`src/rtl/midi_uart_pkg.sv`:
```
package midi_uart_pkg;

  localparam logic [7:0] ACK_BYTE  = 8'hFE;
  localparam logic [7:0] CMD_RESET = 8'hFF;
  localparam logic [7:0] CMD_UART  = 8'h3F;

  typedef struct packed {
    logic txPush;
    logic txFlush;
    logic rxPop;
    logic rxFlush;
    logic ackPush;
  } midiStrobe_t;

  typedef enum logic [2:0] {
    RX_IDLE,
    RX_START,
    RX_DATA,
    RX_STOP,
    RX_WAIT_HIGH
  } rxState_t;

endpackage

```
`src/rtl/midi_uart_fifo.sv`:
```
module midi_uart_fifo #(
  parameter int WIDTH = 8,
  parameter int DEPTH = 4
) (
  input  logic             clk,
  input  logic             rstN,
  input  logic             flush,
  input  logic             push,
  input  logic [WIDTH-1:0] pushData,
  input  logic             pop,
  output logic [WIDTH-1:0] head,
  output logic             empty,
  output logic             full
);
  localparam int AW = (DEPTH > 1) ? $clog2(DEPTH) : 1;
  localparam int CW = $clog2(DEPTH + 1);

  logic [WIDTH-1:0] mem [DEPTH];
  logic [AW-1:0]    rdPtr, wrPtr;
  logic [CW-1:0]    count;
  logic             doPush, doPop;

  function automatic logic [AW-1:0] nextPtr(input logic [AW-1:0] p);
    return (p == AW'(DEPTH - 1)) ? '0 : p + 1'b1;
  endfunction

  assign empty  = (count == '0);
  assign full   = (count == CW'(DEPTH));
  assign doPush = push && !full;
  assign doPop  = pop && !empty;
  assign head   = mem[rdPtr];

  always_ff @(posedge clk) begin
    if (!rstN) begin
      rdPtr <= '0;
      wrPtr <= '0;
      count <= '0;
    end else if (flush) begin
      rdPtr <= '0;
      wrPtr <= push ? AW'(1) : '0;
      count <= push ? CW'(1) : '0;
    end else begin
      if (doPush) wrPtr <= nextPtr(wrPtr);
      if (doPop)  rdPtr <= nextPtr(rdPtr);
      count <= count + CW'(doPush) - CW'(doPop);
    end
  end

  always_ff @(posedge clk) begin
    if (flush && push)  mem[0]     <= pushData;
    else if (doPush)    mem[wrPtr] <= pushData;
  end

endmodule

```
`src/rtl/midi_uart_ctrl.sv`:
```
module midi_uart_ctrl
  import midi_uart_pkg::*;
(
  input  logic        clk,
  input  logic        rstN,
  input  logic        hostAddr,
  input  logic        hostWr,
  input  logic        hostRd,
  input  logic [7:0]  hostWData,
  input  logic        rxEmpty,
  input  logic        txFull,
  input  logic [7:0]  rxHead,
  output midiStrobe_t strobe,
  output logic [7:0]  hostRData
);
  logic [5:0] lastCmd;
  logic       cmdWrite;

  assign cmdWrite = hostWr && hostAddr;

  always_ff @(posedge clk) begin
    if (!rstN)         lastCmd <= '0;
    else if (cmdWrite) lastCmd <= hostWData[5:0];
  end

  always_comb begin
    strobe         = '0;
    strobe.txPush  = hostWr && !hostAddr && !txFull;
    strobe.rxPop   = hostRd && !hostAddr && !rxEmpty;
    strobe.txFlush = cmdWrite && (hostWData == CMD_RESET);
    strobe.rxFlush = cmdWrite && (hostWData == CMD_RESET);
    strobe.ackPush = cmdWrite && ((hostWData == CMD_RESET) || (hostWData == CMD_UART));
  end

  always_comb begin
    if (hostAddr) hostRData = {rxEmpty, txFull, lastCmd};
    else          hostRData = rxEmpty ? 8'h00 : rxHead;
  end

endmodule

```
`src/rtl/midi_uart_datapath.sv`:
```
module midi_uart_datapath
  import midi_uart_pkg::*;
#(
  parameter int CLK_HZ     = 50_000_000,
  parameter int BAUD       = 31_250,
  parameter int FIFO_DEPTH = 4
) (
  input  logic        clk,
  input  logic        rstN,
  input  midiStrobe_t strobe,
  input  logic [7:0]  txData,
  output logic        rxEmpty,
  output logic        txFull,
  output logic [7:0]  rxHead,
  output logic        txd,
  input  logic        rxd
);
  localparam int DIV   = CLK_HZ / BAUD;
  localparam int HALF  = DIV / 2;
  localparam int CW    = $clog2(DIV + 1);
  localparam int FRAME = 10;

  // transmit queue and serializer
  logic [7:0] txHead;
  logic       txEmpty, txLoad, txBusy;
  logic [FRAME-1:0] txShift;
  logic [3:0] txBitsLeft;
  logic [CW-1:0] txCnt;

  assign txLoad = !txBusy && !txEmpty;

  midi_uart_fifo #(.WIDTH(8), .DEPTH(FIFO_DEPTH)) u_txFifo (
    .clk(clk), .rstN(rstN), .flush(strobe.txFlush), .push(strobe.txPush),
    .pushData(txData), .pop(txLoad), .head(txHead), .empty(txEmpty), .full(txFull)
  );

  always_ff @(posedge clk) begin
    if (!rstN) begin
      txBusy     <= 1'b0;
      txShift    <= '1;
      txBitsLeft <= '0;
      txCnt      <= '0;
    end else if (!txBusy) begin
      if (!txEmpty) begin
        txBusy     <= 1'b1;
        txShift    <= {1'b1, txHead, 1'b0};
        txBitsLeft <= 4'(FRAME);
        txCnt      <= '0;
      end
    end else if (txCnt == CW'(DIV - 1)) begin
      txCnt      <= '0;
      txShift    <= {1'b1, txShift[FRAME-1:1]};
      txBitsLeft <= txBitsLeft - 1'b1;
      if (txBitsLeft == 4'd1) txBusy <= 1'b0;
    end else begin
      txCnt <= txCnt + 1'b1;
    end
  end

  assign txd = txBusy ? txShift[0] : 1'b1;

  // receive deserializer
  logic rxMeta, rxSync;
  rxState_t rxState;
  logic [CW-1:0] rxCnt;
  logic [2:0] rxBitIdx;
  logic [7:0] rxShift;
  logic rxByteValid;

  always_ff @(posedge clk) begin
    if (!rstN) begin
      rxMeta <= 1'b1;
      rxSync <= 1'b1;
    end else begin
      rxMeta <= rxd;
      rxSync <= rxMeta;
    end
  end

  always_ff @(posedge clk) begin
    if (!rstN) begin
      rxState     <= RX_IDLE;
      rxCnt       <= '0;
      rxBitIdx    <= '0;
      rxShift     <= '0;
      rxByteValid <= 1'b0;
    end else begin
      rxByteValid <= 1'b0;
      case (rxState)
        RX_IDLE: begin
          rxCnt <= '0;
          if (!rxSync) rxState <= RX_START;
        end
        RX_START: begin
          if (rxCnt == CW'(HALF - 1)) begin
            rxCnt    <= '0;
            rxBitIdx <= '0;
            rxState  <= rxSync ? RX_IDLE : RX_DATA;
          end else rxCnt <= rxCnt + 1'b1;
        end
        RX_DATA: begin
          if (rxCnt == CW'(DIV - 1)) begin
            rxCnt    <= '0;
            rxShift  <= {rxSync, rxShift[7:1]};
            rxBitIdx <= rxBitIdx + 1'b1;
            if (rxBitIdx == 3'd7) rxState <= RX_STOP;
          end else rxCnt <= rxCnt + 1'b1;
        end
        RX_STOP: begin
          if (rxCnt == CW'(DIV - 1)) begin
            rxCnt       <= '0;
            rxByteValid <= rxSync;
            rxState     <= RX_WAIT_HIGH;
          end else rxCnt <= rxCnt + 1'b1;
        end
        default: begin
          if (rxSync) rxState <= RX_IDLE;
        end
      endcase
    end
  end

  // receive queue: the acknowledge byte takes the single write port first
  logic       rxPush;
  logic [7:0] rxPushData;
  logic       rxFull;

  assign rxPush     = strobe.ackPush || rxByteValid;
  assign rxPushData = strobe.ackPush ? ACK_BYTE : rxShift;

  midi_uart_fifo #(.WIDTH(8), .DEPTH(FIFO_DEPTH)) u_rxFifo (
    .clk(clk), .rstN(rstN), .flush(strobe.rxFlush), .push(rxPush),
    .pushData(rxPushData), .pop(strobe.rxPop), .head(rxHead), .empty(rxEmpty),
    .full(rxFull)
  );

  logic unusedRxFull;
  assign unusedRxFull = rxFull;

endmodule

```
`src/rtl/midi_uart_port.sv`:
```
module midi_uart_port
  import midi_uart_pkg::*;
#(
  parameter int CLK_HZ     = 50_000_000,
  parameter int BAUD       = 31_250,
  parameter int FIFO_DEPTH = 4
) (
  input  logic       clk,
  input  logic       rstN,
  input  logic       hostAddr,
  input  logic       hostWr,
  input  logic       hostRd,
  input  logic [7:0] hostWData,
  output logic [7:0] hostRData,
  output logic       irq,
  output logic       txd,
  input  logic       rxd
);
  midiStrobe_t strobe;
  logic        rxEmpty, txFull;
  logic [7:0]  rxHead;

  midi_uart_ctrl u_ctrl (
    .clk(clk), .rstN(rstN), .hostAddr(hostAddr), .hostWr(hostWr),
    .hostRd(hostRd), .hostWData(hostWData), .rxEmpty(rxEmpty),
    .txFull(txFull), .rxHead(rxHead), .strobe(strobe), .hostRData(hostRData)
  );

  midi_uart_datapath #(.CLK_HZ(CLK_HZ), .BAUD(BAUD), .FIFO_DEPTH(FIFO_DEPTH)) u_dp (
    .clk(clk), .rstN(rstN), .strobe(strobe), .txData(hostWData),
    .rxEmpty(rxEmpty), .txFull(txFull), .rxHead(rxHead), .txd(txd), .rxd(rxd)
  );

  assign irq = !rxEmpty;

endmodule

```
`config.mk`:
```
export PLATFORM = sky130hd
export DESIGN_NAME = midi_uart_port
export DESIGN_NICKNAME = d
export VERILOG_FILES = /design/src/rtl/midi_uart_pkg.sv /design/src/rtl/midi_uart_fifo.sv /design/src/rtl/midi_uart_ctrl.sv /design/src/rtl/midi_uart_datapath.sv /design/src/rtl/midi_uart_port.sv
export SDC_FILE = /design/constraint.sdc
export NUM_CORES = 1
export LEC_CHECK = 0
export CAP_MARGIN = 0
export CORE_ASPECT_RATIO = 1.75
export CORE_MARGIN = 2
export CORE_UTILIZATION = 45
export DETAILED_ROUTE_END_ITERATION = 10
export SYNTH_ARGS = -nofsm -noshare
export SYNTH_HDL_FRONTEND = slang
export SYNTH_SLANG_ARGS = --single-unit
```
`constraint.sdc`:
```
create_clock -name clk -period 3.1 [get_ports clk]
set_input_delay 0.31 -clock clk [delete_from_list [all_inputs] [get_ports clk]]
set_output_delay 0.31 -clock clk [all_outputs]
set_load 0.01 [all_outputs]
```
==> flow_metrics.tcl, run 1 <==
set metrics [dict create \
    place_congestion 0.8016 \
    max_cap_viol_count 0 \
    dp_hpwl_um 10310 \
    grt_pass1_wl_um 23460 \
    die_h_um 161.8 \
    synth_area_sq_um 6405 \
    finish.utilization_pct 53.61 \
    pre_cts_slack_ns -0.02620 \
    path_max_fanout 2 \
    timing.hold.ws_ns 0.4217 \
    nNetsFinal 639 \
    hold_viol_final 0 \
    avgSynthCellArea_sq_um 11.18 \
    layout-drive-gt1-share_pct 15.92 \
    ys_seq_elements 141 \
    peakVddDrop_v 0.0003695 \
    cts_sinks 141 \
    fillers 1258 \
    ys_top_cells_by_area "edfxtp_1 30%, dfxtp_1 24%, mux4_2 5.6%" \
    powerDensity_nw_per_um2 706.1 \
    fp.dieArea_sq_um 15240 \
    cp_cell_sequence "clkdlybuf4s50_1 -> nand4_1 -> nor3_1 -> a21boi_0 -> o21ai_0 -> ha_1 -> inv_1 -> ha_1 -> inv_1 -> fa_1 -> xor2_1 -> xnor2_1 -> nor2_1" \
    grt_pass1_vias 4648 \
    path_class "primary input to flip-flop" \
    finalSetupViolCount 0 \
    max_clock_freq_mhz 368.0 \
    critPathLaunchType "primary input" \
    cts_root_buffer "clkbuf_16" \
    post-cts-setup-buffers 0 \
    max_slew_margin_pct 45.23 \
    synth_flop_cell "dfxtp_1" \
    drtAntennaViolNets 0 \
    initial_core_util_pct 46.05 \
    totalPowerFinal_mw 5.265 \
    antenna_cells 0 \
    rrSetupSlack_ns 0.53 \
    skew_ns 0.01242 \
    first_pass_iters 4 \
    slew_violations 0 \
    ios 24 \
    yosysTopAreaCell "edfxtp_1" \
    worstSkewPairLatency_ns 0.42 \
    slowest_stage "clkdlybuf4s50_1" \
    core_sq_um 13910 \
    gr-total-overflow 0 \
    rows 57 \
    clkTransAtPathRegs_ns 0.06 \
    synth-edff-count 64 \
    status "complete, no violations" \
    hold_path_class "flip-flop to flip-flop" \
    numPortBuffers 23 \
    syn_inst 573 \
    cts_resized 0 \
    drc 0 \
    fin_ws_ns 0.3825 \
    num_vias 4578 \
    fin_crit_ns 2.718 \
    critical_path_required_ns 3.39 \
    synthesis.nets 603 \
    antenna_found_initial 0 \
    yosysTopAreaCellShare_pct 30.01 \
    grt_start_max_net_pins 42 \
    cts_max_level 4 \
    routed_wl_um 14420 \
    yosysSeqAreaShare_pct 54.07 \
    avgViaCountPerCell 5.730 \
    total_leakage_power_nw 2.619 \
    yosys-top-cells-count "77 x dfxtp_1, 65 x nand2_1, 64 x edfxtp_1, 44 x a21oi_1, 32 x nor2_1" \
    tightest_slew_ns 0.8178 \
    rsz0062_at_grt "false" \
    die_w_um 94.19 \
    synth.most_common_cell "dfxtp_1" \
    post-route-period-util_pct 87.66 \
    cp_slowest_stage_delay_ns 0.52 \
    ys_warn_count 0 \
    drt_iter0_markers 262 \
    wire_per_inst_um 18.04 \
    area_delta_synth_final_pct 16.41 \
    clockBufferDepth 2 \
    track_usage_pct 20.22 \
    cts_tree "built" \
    synth_cell_types 76 \
    critPathCaptureType "flip-flop" \
    ctsHoldBuffers 0 \
    arrival_ns 3.01 \
    async_reset_ff_share_pct 0 \
    cts_buffers 17 \
]
cell usage in the layout (no fill, tap or decap), types with 9 or more instances in the layout:
| master | n |
|---|---|
| ha_1 | 14 |
| inv_1 | 19 |
| nor3_1 | 15 |
| a21oi_1 | 44 |
| clkbuf_16 | 17 |
| nand4_1 | 9 |
| o31ai_1 | 10 |
| dfxtp_1 | 77 |
| o21ai_0 | 23 |
| mux4_2 | 16 |
| clkdlybuf4s50_1 | 23 |
| nor2_1 | 32 |
| mux2i_1 | 12 |
| or2_2 | 9 |
| nand2_1 | 65 |
| buf_4 | 22 |
| edfxtp_1 | 64 |
| nand3_1 | 16 |
final timing paths:
| kind | cells after the start | start | endpoint |
|---|---|---|---|
| min reg2reg | 1 | u_dp.rxMeta | u_dp.rxSync |
| max | 13 | hostWData[1] | u_dp.u_rxFifo.count[2] |
| min | 1 | u_dp.rxMeta | u_dp.rxSync |
| max reg2reg | 10 | u_dp.u_txFifo.count[1] | u_dp.u_txFifo.count[2] |
metal layers:
layer  vias up  wire [um]  global-route usage, %
met5         -          0                      0
met3        23        460                  4.824
met1      2254       5259                  20.88
met2        74       8231                  37.79
met4         0        464                  8.827
li1       2227          -                      -
cell type report:
type	count	area (sq um)	share of cell area [%]
Clock buffer	17	425.4	5.706
Clock inverter	15	170.2	2.282
Inverter	20	75.07	1.007
Multi-Input combinational cell	384	2705	36.28
Sequential cell	141	3463	46.45
Tap cell	177	221.5	2.970
Timing Repair Buffer	45	395.4	5.303
worst max-delay path, delay by kind of cell:
kind / cells / cell delay [ns]
compound gates: 2 / 0.43
simple gates: 3 / 0.52
xor+xnor: 2 / 0.30
fa+ha+maj: 3 / 0.80
buf+inv: 3 / 0.63
cell families after synthesis:
group | Yosys count | share of synthesized area (%)
simple gates | 201 | 16.92
mux | 28 | 7.502
fa+ha+maj | 16 | 3.360
buf+inv | 48 | 3.692
flops | 141 | 54.07
xor+xnor | 5 | 0.6837
compound gates | 134 | 13.77
metrics by stage:
| step | cell area (sq um) | setup TNS [ns] | instances |
|---|---|---|---|
| floorplan | 6405 | 0 | 573 |
| detailed placement | 6860 | -0.02620 | 767 |
| global route | 7456 | 0 | 799 |
| global placement | 6860 | 0 | 767 |
| CTS | 7456 | 0 | 799 |
| finish | 7456 | 0 | 799 |
state kept, by name (all words and copies together), names as in the netlist, named ones only:
register             flops
u_ctrl.lastCmd           6
u_dp.rxBitIdx            3
u_dp.rxByteValid         1
u_dp.rxCnt              11
u_dp.rxMeta              1
u_dp.rxShift             8
u_dp.rxState             3
u_dp.rxSync              1
u_dp.txBitsLeft          4
u_dp.txBusy              1
u_dp.txCnt              11
u_dp.txShift             9
u_dp.u_rxFifo.count      3
u_dp.u_rxFifo.mem       32
u_dp.u_rxFifo.rdPtr      2
u_dp.u_rxFifo.wrPtr      2
u_dp.u_txFifo.count      3
u_dp.u_txFifo.mem       32
u_dp.u_txFifo.rdPtr      2
u_dp.u_txFifo.wrPtr      2
report_power, final:
part	switching (mW)	internal [mW]	total, mW	leakage, nW
Clock	0.886	1.15	2.03	0.285
Sequential	0.152	2.08	2.23	1.21
Combinational	0.513	0.488	1.00	1.12
Power figures use the tool's default switching activity.
==> run 2, diff against run 1 <==
CTS_BUF_LIST = sky130_fd_sc_hd__clkbuf_4   (was unset)
==> run 2 against run 1 <==
Sequential share of layout area grew 1.9 points. Total power shrank 16%. Register-to-register slack improved by 0.02 ns. Die area unchanged. Via count grew 0.68%. Clock-buffer cell count unchanged. Maximum frequency down 4.4%. Flip-flop and latch count did not move. Largest power group unchanged. Highest routed layer unchanged.
==> flow_metrics.tcl, run 2 (same netlist as run 1, synthesis figures left out) <==
set metrics [dict create \
    cts_sinks 141 \
    post-cts-setup-buffers 0 \
    slew_violations 0 \
    layout-drive-gt1-share_pct 15.92 \
    status "complete, no violations" \
    grt_pass1_wl_um 23310 \
    regArea_sq_um 3463 \
    fin_ws_ns 0.2579 \
    routed-wl-met3_um 452 \
    final_common_cell "dfxtp_1" \
    path_class "flip-flop to primary output" \
    hold_path_class "primary input to flip-flop" \
    routed-wl-met2_um 8283 \
    drt_iter0_markers 232 \
    numPortBuffers 23 \
    place_congestion 0.8016 \
    wl_met1_um 5152 \
    nNetsFinal 639 \
    initial_core_util_pct 46.05 \
    area_delta_synth_final_pct 11.80 \
    wire_per_inst_um 17.90 \
    num_vias 4609 \
    clockBufferDepth 2 \
    critPathCaptureType "primary output" \
    total_leakage_power_nw 2.487 \
    track_usage_pct 19.91 \
    routed_wl_um 14320 \
    gr-total-overflow 0 \
    largest_registers "u_dp.u_rxFifo.mem: 32 flops, u_dp.u_txFifo.mem: 32 flops" \
    max_clock_freq_mhz 351.9 \
    peakVddDrop_v 0.0003630 \
    die_w_um 94.19 \
    rsz0062_at_grt "false" \
    cts_buffers 17 \
    dp_hpwl_um 10310 \
    grt_pass1_vias 4668 \
    fin_crit_ns 2.842 \
    fp.dieArea_sq_um 15240 \
    max_cap_viol_count 0 \
    arrival_ns 2.53 \
    first_pass_iters 4 \
    powerDensity_nw_per_um2 619.9 \
    avgViaCountPerCell 5.761 \
    antenna_found_initial 1 \
    critPathLaunchType "flip-flop" \
    tightest_slew_ns 0.8310 \
    critical_path_required_ns 2.79 \
    cts_root_buffer "clkbuf_4" \
    timing.hold.ws_ns 0.3542 \
    cts_resized 0 \
    ios 24 \
    core_sq_um 13910 \
    hold_viol_final 0 \
    cts_tree "built" \
    cts_max_level 4 \
    finalSetupViolCount 0 \
    die_h_um 161.8 \
    max_slew_margin_pct 44.34 \
    multi_input_comb_area_sq_um 2705 \
    path_max_fanout 8 \
    fillers 1297 \
    grt_start_max_net_pins 42 \
    pre_cts_slack_ns -0.02620 \
    most-common-layout-cells "77 x dfxtp_1, 65 x nand2_1, 64 x edfxtp_1" \
    worstSkewPairLatency_ns 0.54 \
    skew_ns 0.02995 \
    top_layer_used "met4" \
    clkTransAtPathRegs_ns 0.13 \
    drc 0 \
    drtAntennaViolNets 0 \
    post-route-period-util_pct 91.68 \
    ctsHoldBuffers 0 \
    rows 57 \
]
## run 2: final timing paths
check	startpoint	end	slack (ns)	cells past startpoint
max	flip-flop	hostRData[3]	0.26	3
min	rxd	u_dp.rxMeta	0.35	2
max reg2reg	u_dp.u_txFifo.count[1]	u_dp.u_txFifo.count[2]	0.55	10
min reg2reg	u_dp.rxMeta	u_dp.rxSync	0.44	1
## run 2: where the power goes
part | internal (mW) | switching (mW) | total (mW)
registers | 2.08 | 0.150 | 2.23
logic | 0.487 | 0.511 | 0.999
clock network | 0.438 | 0.773 | 1.21
## run 2: per-stage QoR
step                power [mW]  setup TNS [ns]  instances  util (%)  instance area (sq um)
floorplan                2.946               0        573         -                   6405
global placement         3.241               0        767     49.33                   6860
detailed placement       3.280        -0.02620        767     49.33                   6860
CTS                      4.506               0        799     51.47                   7158
global route             4.710               0        800     51.49                   7161
finish                   4.439               0        800     51.49                   7161
## run 2: layer usage
| metal | global-route usage, % | vias to the layer above |
|---|---|---|
| li1 | - | 2231 |
| met1 | 20.39 | 2269 |
| met2 | 37.95 | 83 |
| met3 | 3.803 | 26 |
| met4 | 8.959 | 0 |
| met5 | 0 | - |
## run 2: layout make-up
class	count	share of cell area, %
sequential	141	48.37
antenna	1	0.03495
tap	177	3.093
timing repair buffer	45	5.522
clock buffer	17	1.782
clock inverter	15	2.376
inverter	20	1.048
multi-input combinational	384	37.78
## run 2: critical path, stage by stage, from the launching register on
cell and delay (ns):
dfxtp_1 0.70, mux4_2 0.59, a22o_1 0.23, clkdlybuf4s50_1 0.49
